### src/rtl/adc_serial_reader.sv
module adc_serial_reader #(
  parameter int DIV_W  = 8,
  parameter int RES_W  = 12,
  parameter int LEAD_W = 4
) (
  input  logic             clk,
  input  logic             rst_n,
  input  logic             start,
  input  logic             pd_mode,
  input  logic [DIV_W-1:0] half_div,
  input  logic             busy,
  input  logic             sdata,
  output logic             conv_n,
  output logic             sclk,
  output logic             ready,
  output logic [RES_W-1:0] result,
  output logic             result_valid,
  output logic             frame_err
);
  localparam int FRAME = RES_W + LEAD_W;
  localparam int CNT_W = $clog2(FRAME + 1);

  typedef enum logic [2:0] {IDLE, WAKE, CONV, BUSYW, SHIFT} state_t;

  state_t             state;
  logic [DIV_W-1:0]   cnt, div_q;
  logic [CNT_W-1:0]   bits;
  logic [FRAME-2:0]   shreg;
  logic               pd_q, sclk_q, cnv_q, valid_q, err_q;
  logic [RES_W-1:0]   res_q;
  logic               tick;

  assign tick         = (cnt == div_q - 1'b1);
  assign ready        = (state == IDLE);
  assign conv_n       = cnv_q;
  assign sclk         = sclk_q;
  assign result       = res_q;
  assign result_valid = valid_q;
  assign frame_err    = err_q;

  always_ff @(posedge clk or negedge rst_n) begin
    if (!rst_n) begin
      state   <= IDLE;
      cnt     <= '0;
      div_q   <= DIV_W'(1);
      bits    <= '0;
      shreg   <= '0;
      pd_q    <= 1'b0;
      sclk_q  <= 1'b0;
      cnv_q   <= 1'b1;
      valid_q <= 1'b0;
      err_q   <= 1'b0;
      res_q   <= '0;
    end else begin
      valid_q <= 1'b0;
      case (state)
        IDLE: if (start) begin
          pd_q  <= pd_mode;
          div_q <= (half_div == '0) ? DIV_W'(1) : half_div;
          cnt   <= '0;
          if (!cnv_q) begin
            cnv_q <= 1'b1;
            state <= WAKE;
          end else begin
            cnv_q <= 1'b0;
            state <= CONV;
          end
        end
        WAKE: begin
          if (tick) begin
            cnt   <= '0;
            cnv_q <= 1'b0;
            state <= CONV;
          end else begin
            cnt <= cnt + 1'b1;
          end
        end
        CONV: if (busy) begin
          cnv_q <= pd_q ? 1'b0 : 1'b1;
          state <= BUSYW;
        end
        BUSYW: if (!busy) begin
          cnt   <= '0;
          bits  <= '0;
          state <= SHIFT;
        end
        SHIFT: begin
          if (tick) begin
            cnt    <= '0;
            sclk_q <= ~sclk_q;
            if (sclk_q) begin
              shreg <= {shreg[FRAME-3:0], sdata};
              bits  <= bits + 1'b1;
              if (bits == CNT_W'(FRAME - 1)) begin
                res_q   <= {shreg[RES_W-2:0], sdata};
                err_q   <= |shreg[FRAME-2 -: LEAD_W];
                valid_q <= 1'b1;
                state   <= IDLE;
              end
            end
          end else begin
            cnt <= cnt + 1'b1;
          end
        end
        default: state <= IDLE;
      endcase
    end
  end
endmodule

### config.mk
export PLATFORM = sky130hd
export DESIGN_NAME = adc_serial_reader
export DESIGN_NICKNAME = d
export VERILOG_FILES = /design/src/rtl/adc_serial_reader.sv
export SDC_FILE = /design/constraint.sdc
export NUM_CORES = 1
export LEC_CHECK = 0
export BUFFER_PORTS_ARGS = -buffer_cell sky130_fd_sc_hd__buf_4
export CAP_MARGIN = 20
export CORE_MARGIN = 2
export CORE_UTILIZATION = 35
export CTS_CLUSTER_SIZE = 10
export DETAILED_ROUTE_END_ITERATION = 16
export PLACE_DENSITY_LB_ADDON = 0.1
export SETUP_SLACK_MARGIN = 0.05
export SLEW_MARGIN = 10
export SYNTH_ARGS = -nofsm -noshare
export SYNTH_HDL_FRONTEND = slang
export SYNTH_SLANG_ARGS = --single-unit
### constraint.sdc
create_clock -name clk -period 3.63 [get_ports clk]
set_input_delay 0.1815 -clock clk [delete_from_list [all_inputs] [get_ports clk]]
set_output_delay 0.1815 -clock clk [all_outputs]
set_load 0.01 [all_outputs]
* Word level (Yosys, flattened, before mapping) *
Cells that the tools add are included.

word-level totals
  memories = 0
  RAM bits = 0
  flip-flop bits (word level) = 56
  bits in latches = 0
  bits of input ports = 14
  output and inout bits = 17
  bits in read-only memories = 0
  word-level logic and storage cells = 71

operators by class
  order comparisons = 0
  equal/unequal tests = 13
  bitwise operators = 1
  mux-type cells = 28
  $add $sub $neg = 3
  $mul = 0
  shift-type cells = 0
  reductions and logical operators = 15
  divide/modulo/power cells = 0

operators by type and width
  cell                   number
  $mux W8                4
  $pmux W8 S3            1
  $mux W3                7
  $mux W5                3
  $pmux W3 S5            1
  $ne A2 B2 Y1 const B   7
  $reduce_and A4 Y1      3
  $pmux W5 S2            1
  $mux W1                9
  $add A8 B1 Y8 const B  1
  $eq A8 B8 Y1           1
  $logic_not A8 Y1       1
  $sub A8 B1 Y8 const B  1
  $reduce_and A7 Y1      1
  $eq A3 B2 Y1 const B   2
  $reduce_and A3 Y1      2
  $reduce_bool A3 Y1     2
  $add A5 B1 Y5 const B  1
  $eq A5 B4 Y1 const B   1
  $reduce_and A2 Y1      2
  $reduce_or A4 Y1       1
  $eq A3 B1 Y1 const B   1
  $eq A3 B3 Y1 const B   1
  $logic_not A3 Y1       1
  other kinds (5)        5

* Depth between registers and ports, before layout *
  depth in word-level cells = 5
  mapped depth = 10
  mapped depth without buffers = 8

* Worst setup path before layout *
Ideal clock, no wire load.

  path type = reg-to-reg
  start point = register div_q[0]
  end point = register err_q (netlist: frame_err)
  arrival time = 2.371 ns
  library setup time = 0.125 ns
  data required time = 3.505 ns
  path slack = 1.134 ns
  cell stages (with the launch flop) = 11
  clock period less this slack = 2.496 ns
  path buffers = 2
  path through = dfstp_2 inv_1 ha_1 xor2_1 o211ai_1 a211oi_1 o211ai_2 or3_1 buf_2 buf_6 mux2_4

between the ends
  longest elaborated chain between the ends = 3

ends and longest elaborated chain
  item                                line  source
  start, declared                     26    logic [DIV_W-1:0] cnt, div_q;
  start signal, assigned              59    div_q <= (half_div == '0) ? DIV_W'(1) : half_div;
  $sub A8 B1 Y8                       33    assign tick = (cnt == div_q - 1'b1);
  $eq A8 B8 Y1                        33
  $reduce_and A4 Y1 (no source line)  -
  end signal, assigned                96    err_q <= |shreg[FRAME-2 -: LEAD_W];
  end, declared                       29    logic pd_q, sclk_q, cnv_q, valid_q, err_q;

Every way passes these cells.
A chain may end at the register's enable or synchronous reset.

* Worst setup path after layout *
Same ends and word-level chain as after synthesis.

==> run_results.csv <==
group,metric,value,unit
floorplanning,coreArea,7647,um2
global_route,top_usage_layer,"met2",
global_route,grtUsageTotal,0.1308,
global_route,grtUsageMet1,0.1760,
drt,routedWlPerCell,13.62,um
setup_path,cp-end-kind,"register",
clock_network,path_clk_slew,0.11,ns
timing,rsz0062_at_grt,"false",
logic_synthesis,synth_flop_cell,"dfrtp_1",
power_and_ir_drop,power.leakage,1.482,nW
layout,syn_to_final_growth,15.22,%
floorplanning,num_rows,32,
setup_path,cp_slowest_stage_delay,0.65,ns
global_route,grt_pass1_vias,1929,
clock_network,cts.path.max_buffers,2,
floorplanning,start_util,0.3591,
floorplanning,die_y,92.58,um
setup_path,crit_path_start_kind,"register",
timing,clock_skew,0.009107,ns
power_and_ir_drop,p_per_area,591.8,nW/um2
setup_path,crit_chain,"inv_1 -> ha_1 -> xor2_1 -> o211ai_1 -> a211oi_1 -> o211ai_2 -> or3_1 -> mux2_4",
outcome,outcome,"completed",
logic_synthesis,synth_seq_cells,56,
global_route,antenna_found_initial,0,
global_route,grt_first_pass_wirelength,9059,um
clock_network,cts_max_level,2,
setup_path,slowest_stage,"or3_1",
min_path,min_path_type,"input pin to register",
power_and_ir_drop,vdd_ir_drop_max,0.3368,mV
global_route,grtUsageMet2,0.2129,
floorplanning,die_area,8571,um2
drt,drt_iter0_markers,64,
timing,finalSetupViolCount,0,
timing,tns,0,ns
placement,dpl.cell_count,365,
power_and_ir_drop,combPwrFrac,0.337,
placement,place_hpwl,3461,um
clock_network,clockRootBuffer,"clkbuf_8",
placement,placed_cell_area,3063,um2
drt,via_per_inst,4.973,
timing,relSlewSlack,0.5014,
setup_path,crit_family,"simple AND/OR/NAND/NOR gates",
logic_synthesis,yosysUniqueCellTypes,45,
drt,routed_wl,5093,um
timing,period_share,0.7767,
clock_network,clock_latency,0.31,ns
global_route,grt_max_degree,57,
layout,layout-drive-gt1-share,0.3015,
setup_path,cp_data_arrival_time,3.02,ns
power_and_ir_drop,switching_share,0.3775,
logic_synthesis,synth_top_area_cell,"dfrtp_1",
timing,min_period,2.819,ns
floorplanning,ios,31,
logic_synthesis,ys_seq_area_frac,0.5112,
drt,drc,0,
setup_path,path_max_fanout,13,
power_and_ir_drop,pwr-share-seq,0.474,
logic_synthesis,syn_nets,258,
clock_network,cts_made_buffers,5,
global_route,met3_usage,0.03011,
clock_network,cts_setup_buffers,0,
logic_synthesis,yosys_warnings,0,
logic_synthesis,synth_area_leaders,"dfrtp_1 49%, mux2_2 10%, mux2_4 5.5%, nand2_1 3.8%, mux2i_1 2.6%",
floorplanning,die_w,92.58,um
logic_synthesis,synth_edf_count,0,
clock_network,cts.repair.resized,0,
clock_network,cts.sinks,56,
power_and_ir_drop,switching_power,0.0007069,W
drt,vias,1860,
placement,port-buffer-count,30,
power_and_ir_drop,clkPwrFrac,0.189,
layout,stdcell_area,3164,um2
timing,final_hold_viol_count,0,
placement,gp_congestion,0.7618,
logic_synthesis,synth-async-reset-ratio,1.000,
logic_synthesis,syn_area,2746,um2
drt,postRouteAntennaNets,0,
layout,antenna_cells,0,
logic_synthesis,synth_top_area_share,0.4920,
layout,nNetsFinal,289,
setup_path,path_class,"register to register",
power_and_ir_drop,internal_power,0.001166,W
logic_synthesis,syn_avg_cell_area,11.44,um2
setup_path,cp_num_buf_inv,1,
clock_network,postCtsHoldBufs,1,
layout,fin_cells,374,
timing,max_freq,354.7,MHz
clock_network,cts_tree,"yes",
layout,final_core_util,0.4138,
timing,slew_viol_final,0,
setup_path,worstPathRequired,3.83,ns
logic_synthesis,synthCells,240,
run,maxCapViolCount,0,
timing,tightest_slew,0.7479,ns
global_route,grt-ovfl-total,0,
drt,drt_pass1_iterations,4,
worst min-delay path, cell delays in order:
cell,delay [ns]
buf_4,0.08
nand2_1,0.03
o21ai_0,0.05
logic make-up (layout without fill, tap and decap cells):
logic type                 count (synthesis)  in the layout  synth area share
DFF                                       56             56            0.5112
muxes                                     42             42            0.1827
xor gates and xnor gates                  10             10           0.03189
adders and majority gates                  4              4           0.01822
and+or+nand+nor                           76             76            0.1394
AOI/OAI and AO/OA                         34             34           0.08429
buffers and inverters                     18             50           0.03234
per-stage QoR:
stage | hold slack, ns | power, W | setup slack (ns)
after global placement | 0.2994 | 0.001543 | 0.9015
after global routing | 0.09073 | 0.002035 | 0.6559
final | 0.07075 | 0.001873 | 0.8105
after CTS | 0.06396 | 0.001914 | 0.7882
after floorplan | -0.1141 | 0.001346 | 1.134
after detailed placement | 0.3007 | 0.001545 | 0.8285
final timing paths:
kind	from	end	slack (ns)	cells past startpoint
worst min register to register	shreg[14]$_DFFE_PN0P_	shreg[14]$_DFFE_PN0P_	0.52	1
worst max-delay path	div_q[0]$_DFFE_PN1P_	frame_err$_DFFE_PN0P_	0.81	8
max in group asynchronous	rst_n	result[0]$_DFFE_PN0P_	2.68	2
worst max register to register	div_q[0]$_DFFE_PN1P_	frame_err$_DFFE_PN0P_	0.81	8
min in group asynchronous	rst_n	pd_q$_DFFE_PN0P_	0.45	2
worst min-delay path	half_div[5]	div_q[5]$_DFFE_PN0P_	0.07	3
state kept, by name (all words and copies together) (netlist names), 3 cells and up:
| register | cells |
|---|---|
| state | 3 |
| bits | 5 |
| cnt | 8 |
| div_q | 8 |
| shreg | 15 |
| result | 12 |
placed cells by master (no fill, tap or decap), types with 3 or more instances in the layout:
cell / n
xor2_1: 7
o21ai_0: 12
o211ai_1: 3
nor3_1: 11
mux2_2: 25
nor2_1: 6
ha_1: 4
clkbuf_8: 5
dfrtp_1: 54
mux2i_1: 7
nand4_1: 3
xnor2_1: 3
nand3_1: 5
buf_4: 33
nand2b_1: 7
nor3b_1: 3
a21oi_1: 5
inv_1: 8
nand2_1: 28
mux2_4: 10
Yosys cell counts, types with 2 or more instances:
master     n
o21ai_0   12
nor2b_1    2
or4_1      2
clkbuf_1   4
nor3_1    11
mux2_2    25
dfrtp_1   54
nor4_1     2
nand3_1    5
nand2_1   28
mux2i_1    7
a21oi_1    5
a221o_1    2
nor2_1     6
a221oi_1   2
dfstp_2    2
nand4_1    3
nor2_2     2
ha_1       4
buf_6      2
buf_2      2
inv_1      8
nor3b_1    3
o211ai_1   3
mux2_4    10
nand2b_1   7
xnor2_1    3
xor2_1     7
area by class of cell:
class | count | area, um2
tap | 102 | 127.6
multi-input combinational | 166 | 1254
inverter | 8 | 30.03
clock inverter | 3 | 22.52
fill | 752 | 4483
timing repair buffer | 34 | 257.7
clock buffer | 5 | 68.82
sequential | 56 | 1404
metal layers:
metal	wire, um	share of wire
met1	2536	0.50
met2	2350	0.46
met3	157	0.031
met4	48	0.0094
met5	0	0
power by group through the flow:
| stage | clock [W] | combinational, W | sequential [W] |
|---|---|---|---|
| finish | 0.000354 | 0.000632 | 0.000887 |
| global route | 0.000395 | 0.000725 | 0.000915 |
| CTS | 0.000377 | 0.000648 | 0.000889 |
| detailed placement | 0 | 0.000645 | 0.000900 |
| global placement | 0 | 0.000640 | 0.000903 |
| floorplan | 0 | 0.000517 | 0.000830 |
No activity file was read; power rests on OpenSTA's default activity.
